**config.mk**
```make
export PLATFORM = sky130hd
export DESIGN_NAME = bcd_calendar_core
export DESIGN_NICKNAME = d
export VERILOG_FILES = /design/src/rtl/bcd_calendar_core.sv
export SDC_FILE = /design/constraint.sdc
export NUM_CORES = 1
export LEC_CHECK = 0
export BUFFER_PORTS_ARGS = -buffer_cell sky130_fd_sc_hd__buf_2
export CORE_MARGIN = 2
export CORE_UTILIZATION = 50
export DETAILED_ROUTE_END_ITERATION = 8
export GPL_ROUTABILITY_DRIVEN = 0
export PLACE_DENSITY = 0.75
export SLEW_MARGIN = 40
export SYNTH_ARGS = -nofsm -noshare
export SYNTH_HDL_FRONTEND = slang
export SYNTH_SLANG_ARGS = --single-unit
```
**constraint.sdc**
```tcl
create_clock -name clk -period 2.7 [get_ports clk]
set_input_delay 0 -clock clk [delete_from_list [all_inputs] [get_ports clk]]
set_output_delay 0 -clock clk [all_outputs]
set_load 0.03 [all_outputs]
```
**src/rtl/bcd_calendar_core.sv**
```systemverilog
module bcd_calendar_core #(
  parameter int DIV_W = 15
) (
  input  logic       clk,
  input  logic       rst_n,
  input  logic       xtal_lvl,
  input  logic       wr_en,
  input  logic [3:0] wr_addr,
  input  logic [7:0] wr_data,
  output logic [7:0] sec_o,
  output logic [7:0] min_o,
  output logic [7:0] hour_o,
  output logic [7:0] dow_o,
  output logic [7:0] date_o,
  output logic [7:0] month_o,
  output logic [7:0] year_o,
  output logic       stop_flag,
  output logic       sqw_o,
  output logic       sec_pulse
);
  localparam logic [DIV_W-1:0] DIV_LAST = '1;

  function automatic logic [7:0] bcd_inc(input logic [7:0] v);
    return (v[3:0] == 4'd9) ? {v[7:4] + 4'd1, 4'd0} : v + 8'd1;
  endfunction

  logic             xq, osc_off_q;
  logic [1:0]       rate_q;
  logic [DIV_W-1:0] div_q;
  logic             edge_w, wr_time, tick;
  logic [7:0]       hr_nxt, last_day;
  logic [4:0]       ysum, mon_inc, hr12_inc;
  logic             day_c, leap, tap;

  assign edge_w  = xtal_lvl & ~xq & ~osc_off_q;
  assign wr_time = wr_en && (wr_addr < 4'd7);
  assign tick    = edge_w && (div_q == DIV_LAST) && !wr_time;

  assign ysum     = {year_o[7:4], 1'b0} + {1'b0, year_o[3:0]};
  assign leap     = (ysum[1:0] == 2'b00);
  assign mon_inc  = (month_o[3:0] == 4'd9) ? 5'h10 : {month_o[4], month_o[3:0] + 4'd1};
  assign hr12_inc = (hour_o[3:0] == 4'd9) ? 5'h10 : {hour_o[4], hour_o[3:0] + 4'd1};

  always_comb begin
    case (month_o[4:0])
      5'h02:                      last_day = leap ? 8'h29 : 8'h28;
      5'h04, 5'h06, 5'h09, 5'h11: last_day = 8'h30;
      default:                    last_day = 8'h31;
    endcase
  end

  always_comb begin
    hr_nxt = hour_o;
    day_c  = 1'b0;
    if (hour_o[6]) begin
      if (hour_o[4:0] == 5'h11) begin
        hr_nxt = {2'b01, ~hour_o[5], 5'h12};
        day_c  = hour_o[5];
      end else if (hour_o[4:0] == 5'h12) begin
        hr_nxt = {2'b01, hour_o[5], 5'h01};
      end else begin
        hr_nxt = {2'b01, hour_o[5], hr12_inc};
      end
    end else if (hour_o[5:0] == 6'h23) begin
      hr_nxt = 8'h00;
      day_c  = 1'b1;
    end else begin
      hr_nxt = bcd_inc(hour_o);
    end
  end

  always_comb begin
    case (rate_q)
      2'b00:   tap = div_q[DIV_W-1];
      2'b01:   tap = div_q[2];
      2'b10:   tap = div_q[1];
      default: tap = xq;
    endcase
  end
  assign sqw_o = tap & ~osc_off_q;

  always_ff @(posedge clk) begin
    if (!rst_n) begin
      xq        <= 1'b0;
      osc_off_q <= 1'b0;
      rate_q    <= 2'b11;
      div_q     <= '0;
      stop_flag <= 1'b1;
      sec_pulse <= 1'b0;
      sec_o     <= 8'h00;
      min_o     <= 8'h00;
      hour_o    <= 8'h00;
      dow_o     <= 8'h01;
      date_o    <= 8'h01;
      month_o   <= 8'h01;
      year_o    <= 8'h00;
    end else begin
      xq        <= xtal_lvl;
      sec_pulse <= tick;

      if (wr_en && wr_addr == 4'd0) div_q <= '0;
      else if (edge_w)              div_q <= div_q + DIV_W'(1);

      if (osc_off_q)                                        stop_flag <= 1'b1;
      else if (wr_en && wr_addr == 4'd8 && !wr_data[0])     stop_flag <= 1'b0;

      if (wr_en) begin
        case (wr_addr)
          4'd0: sec_o   <= {1'b0, wr_data[6:0]};
          4'd1: min_o   <= {1'b0, wr_data[6:0]};
          4'd2: hour_o  <= {1'b0, wr_data[6:0]};
          4'd3: dow_o   <= {5'b0, wr_data[2:0]};
          4'd4: date_o  <= {2'b0, wr_data[5:0]};
          4'd5: month_o <= {wr_data[7], 2'b0, wr_data[4:0]};
          4'd6: year_o  <= wr_data;
          4'd7: begin
            osc_off_q <= wr_data[0];
            rate_q    <= wr_data[2:1];
          end
          default: ;
        endcase
      end

      if (tick) begin
        sec_o <= (sec_o == 8'h59) ? 8'h00 : bcd_inc(sec_o);
        if (sec_o == 8'h59) begin
          min_o <= (min_o == 8'h59) ? 8'h00 : bcd_inc(min_o);
          if (min_o == 8'h59) begin
            hour_o <= hr_nxt;
            if (day_c) begin
              dow_o <= (dow_o == 8'h07) ? 8'h01 : dow_o + 8'd1;
              if (date_o == last_day) begin
                date_o <= 8'h01;
                if (month_o[4:0] == 5'h12) begin
                  month_o <= {month_o[7] ^ (year_o == 8'h99), 7'h01};
                  year_o  <= (year_o == 8'h99) ? 8'h00 : bcd_inc(year_o);
                end else begin
                  month_o <= {month_o[7], 2'b00, mon_inc};
                end
              end else begin
                date_o <= bcd_inc(date_o);
              end
            end
          end
        end
      end
    end
  end
endmodule

```
==> results.toml <==
[logic_synthesis]
synth_top_area_cell = "dfxtp_1"
yosysSeqAreaShare = 0.3070
synthTopCellsByArea = "dfxtp_1 (31%), nand2_1 (6.7%), ha_1 (4.7%), nor2_1 (4.6%), mux2i_1 (4.0%)"
synth_edf_count = 0
ys.flop_type = "dfxtp_1"
syn_nets = 676
ys_warn_count = 0
synthArstFlopShare = 0
synth_cell_types = 75
synth_top_area_share = 0.3070
netlist_instances = 641
avgSynthCellArea_sq_um = 7.833
synth_area_sq_um = 5021
synth-seq-cells = 77

[critical_path]
critical_path.reg2reg.startpoint = "month_o[2]"
crit_arrival_ns = 2.74
cp.required_ns = 2.93
cp-startpoint = "month_o[2]"
critPathKind = "reg -> reg"
critPathMaxFanout = 12
cp-start-kind = "flip-flop"
end_kind = "flip-flop"

[worst_hold_path]
hp-class = "in -> reg"
min_from = "wr_data[3]"

[route]
dr_wl_met3_um = 1052
m1WireLength_um = 6371
highest_layer = "met4"
wirelength_um = 14200
wl_met2_um = 6483
vias = 5100
drc = 0
dr.pass1.iters = 5
wire_per_inst_um = 16.51
antenna_left = 0
drt-initial-drc-count = 348
routed_via_density = 5.930

[sta]
setup_tns_ns = 0
max_freq_mhz = 398.6
tightest_slew_ns = 0.7654
rsz0062_at_grt = "false"
skew_ns = 0.01152
fin_hold_ws_ns = 0.02314
min_period_ns = 2.509
relSlewSlack = 0.4870
setup_slack_ns = 0.1914
period_share = 0.9291
setup_viol_count_final = 0
hold_violations = 0
drv_slew = 0

[final_layout]
fillers = 911
drive_gt1_frac = 0.1983
area_delta_synth_final_pct = 17.29
final_cell_mix = "nand2_1 (89), dfxtp_1 (77), buf_2 (74), nor2_1 (62), a21oi_1 (38)"
layout.nets = 756
final_common_cell = "nand2_1"
multi_input_area_sq_um = 3259
instances_no_fill = 860
seq_area_sq_um = 1541

[cts]
post_cts_buffers = 0
cts_made_buffers = 9
clock_latency_ns = 0.36
cts.sink_count = 77
cts_tree = "built"
htreeDepth = 3
cts_root_buffer = "clkbuf_8"
clockBufferDepth = 2
clkTransAtPathRegs_ns = 0.08

[pwr]
vdd_drop_max_uv = 274.8
p_leak_nw = 2.302
power_density_nw_per_um2 = 400.4

[place]
place_hpwl_um = 10120
placedCellCount = 838
numPortBuffers = 74
dp_slack_ns = 0.2275

[floorplanning]
chipHeight_um = 104.2
start_util = 0.5137
core_sq_um = 9774
io_pins = 75
die_w_um = 104.2
die_area_sq_um = 10860
rows = 36

[run_status]
status = "completed"

[global_route]
grt_max_degree = 40
grt_pass1_wl_um = 23620
grt-ovfl-total = 0
antenna_found_initial = 1
grt.total_usage = 0.2653
grt_pass1_vias = 4793

[job]
drv_cap = 0
==> registers in the layout (all words and copies together), names as in the netlist <==
register   cells
date_o         8
div_q         15
dow_o          8
hour_o         8
min_o          8
month_o        8
osc_off_q      1
rate_q         2
sec_o          8
sec_pulse      1
stop_flag      1
xq             1
year_o         8
==> cells in the mapped netlist (7+ instances only) <==
master / count
a21oi_1: 38
ha_1: 19
inv_1: 21
a211oi_1: 19
nand3b_1: 12
nand2b_1: 14
clkbuf_1: 29
xor2_1: 11
a31oi_1: 8
or3_1: 12
nor3b_1: 7
nand3_1: 24
nor2_1: 62
dfxtp_1: 77
and3_1: 11
xnor2_1: 18
nor3_1: 13
mux2i_1: 20
nand2_1: 90
o21ai_0: 27
==> layout make-up <==
cell class | instances | area share
Sequential cell | 77 | 0.2617
Clock buffer | 12 | 0.02634
Antenna cell | 1 | 0.0004249
Multi-Input combinational cell | 507 | 0.5534
Inverter | 21 | 0.01338
Clock inverter | 4 | 0.01190
Timing Repair Buffer | 105 | 0.1045
Tap cell | 133 | 0.02826
==> repair_timing <==
item	4_1_cts	5_1_grt
endpoints found under the setup margin	0	2
hold endpoints to repair	5	0
hold buffers	5	0
resized for setup	0	2
==> metrics by stage <==
step | power [mW] | instance area (sq um) | utilization
6_report | 2.358 | 5889 | 0.6025
5_1_grt | 2.440 | 5889 | 0.6025
4_1_cts | 2.364 | 5882 | 0.6018
3_5_place_dp | 1.367 | 5607 | 0.5736
3_3_place_gp | 1.363 | 5600 | 0.5730
2_1_floorplan | 1.301 | 5021 | -
==> cells by family (layout without fill, tap and decap cells) <==
| family | count (synthesis) | after routing | share of synthesized area |
|---|---|---|---|
| AND/OR/NAND/NOR | 290 | 290 | 0.3015 |
| buffers and inverters | 57 | 142 | 0.04610 |
| flip-flops | 77 | 77 | 0.3070 |
| AO/OA/AOI/OAI | 142 | 142 | 0.1896 |
| multiplexers | 27 | 27 | 0.05781 |
| other | 0 | 1 | 0 |
| adder cells (fa/ha/maj) | 19 | 19 | 0.04735 |
| XOR/XNOR | 29 | 29 | 0.05058 |
==> critical path, cell delays in order (launching register included) <==
cell       delay, ns
dfxtp_1         0.38
or4b_4          0.55
or4b_4          0.50
o21ai_2         0.10
nand4_4         0.23
a2111oi_0       0.53
a211oi_1        0.10
==> metal layers <==
layer,global-route usage,vias to the layer above
met2,0.4088,205
met4,0.1236,0
li1,-,2468
met3,0.05388,28
met1,0.3564,2399
met5,0,-
==> worst paths after layout <==
| check | endpoint | slack (ns) | cells after the start |
|---|---|---|---|
| min reg2reg | hour_o[7] | 0.45 | 2 |
| max | month_o[4] | 0.19 | 6 |
| min | hour_o[3] | 0.02 | 3 |
| max reg2reg | month_o[4] | 0.19 | 6 |
==> power by group <==
part | switching [mW] | internal (mW) | total, mW
clock network | 0.438 | 0.569 | 1.01
registers | 0.0185 | 1.15 | 1.17
logic | 0.121 | 0.0639 | 0.185
total | 0.577 | 1.78 | 2.36
Note: power is estimated with default switching activity, not from simulation.
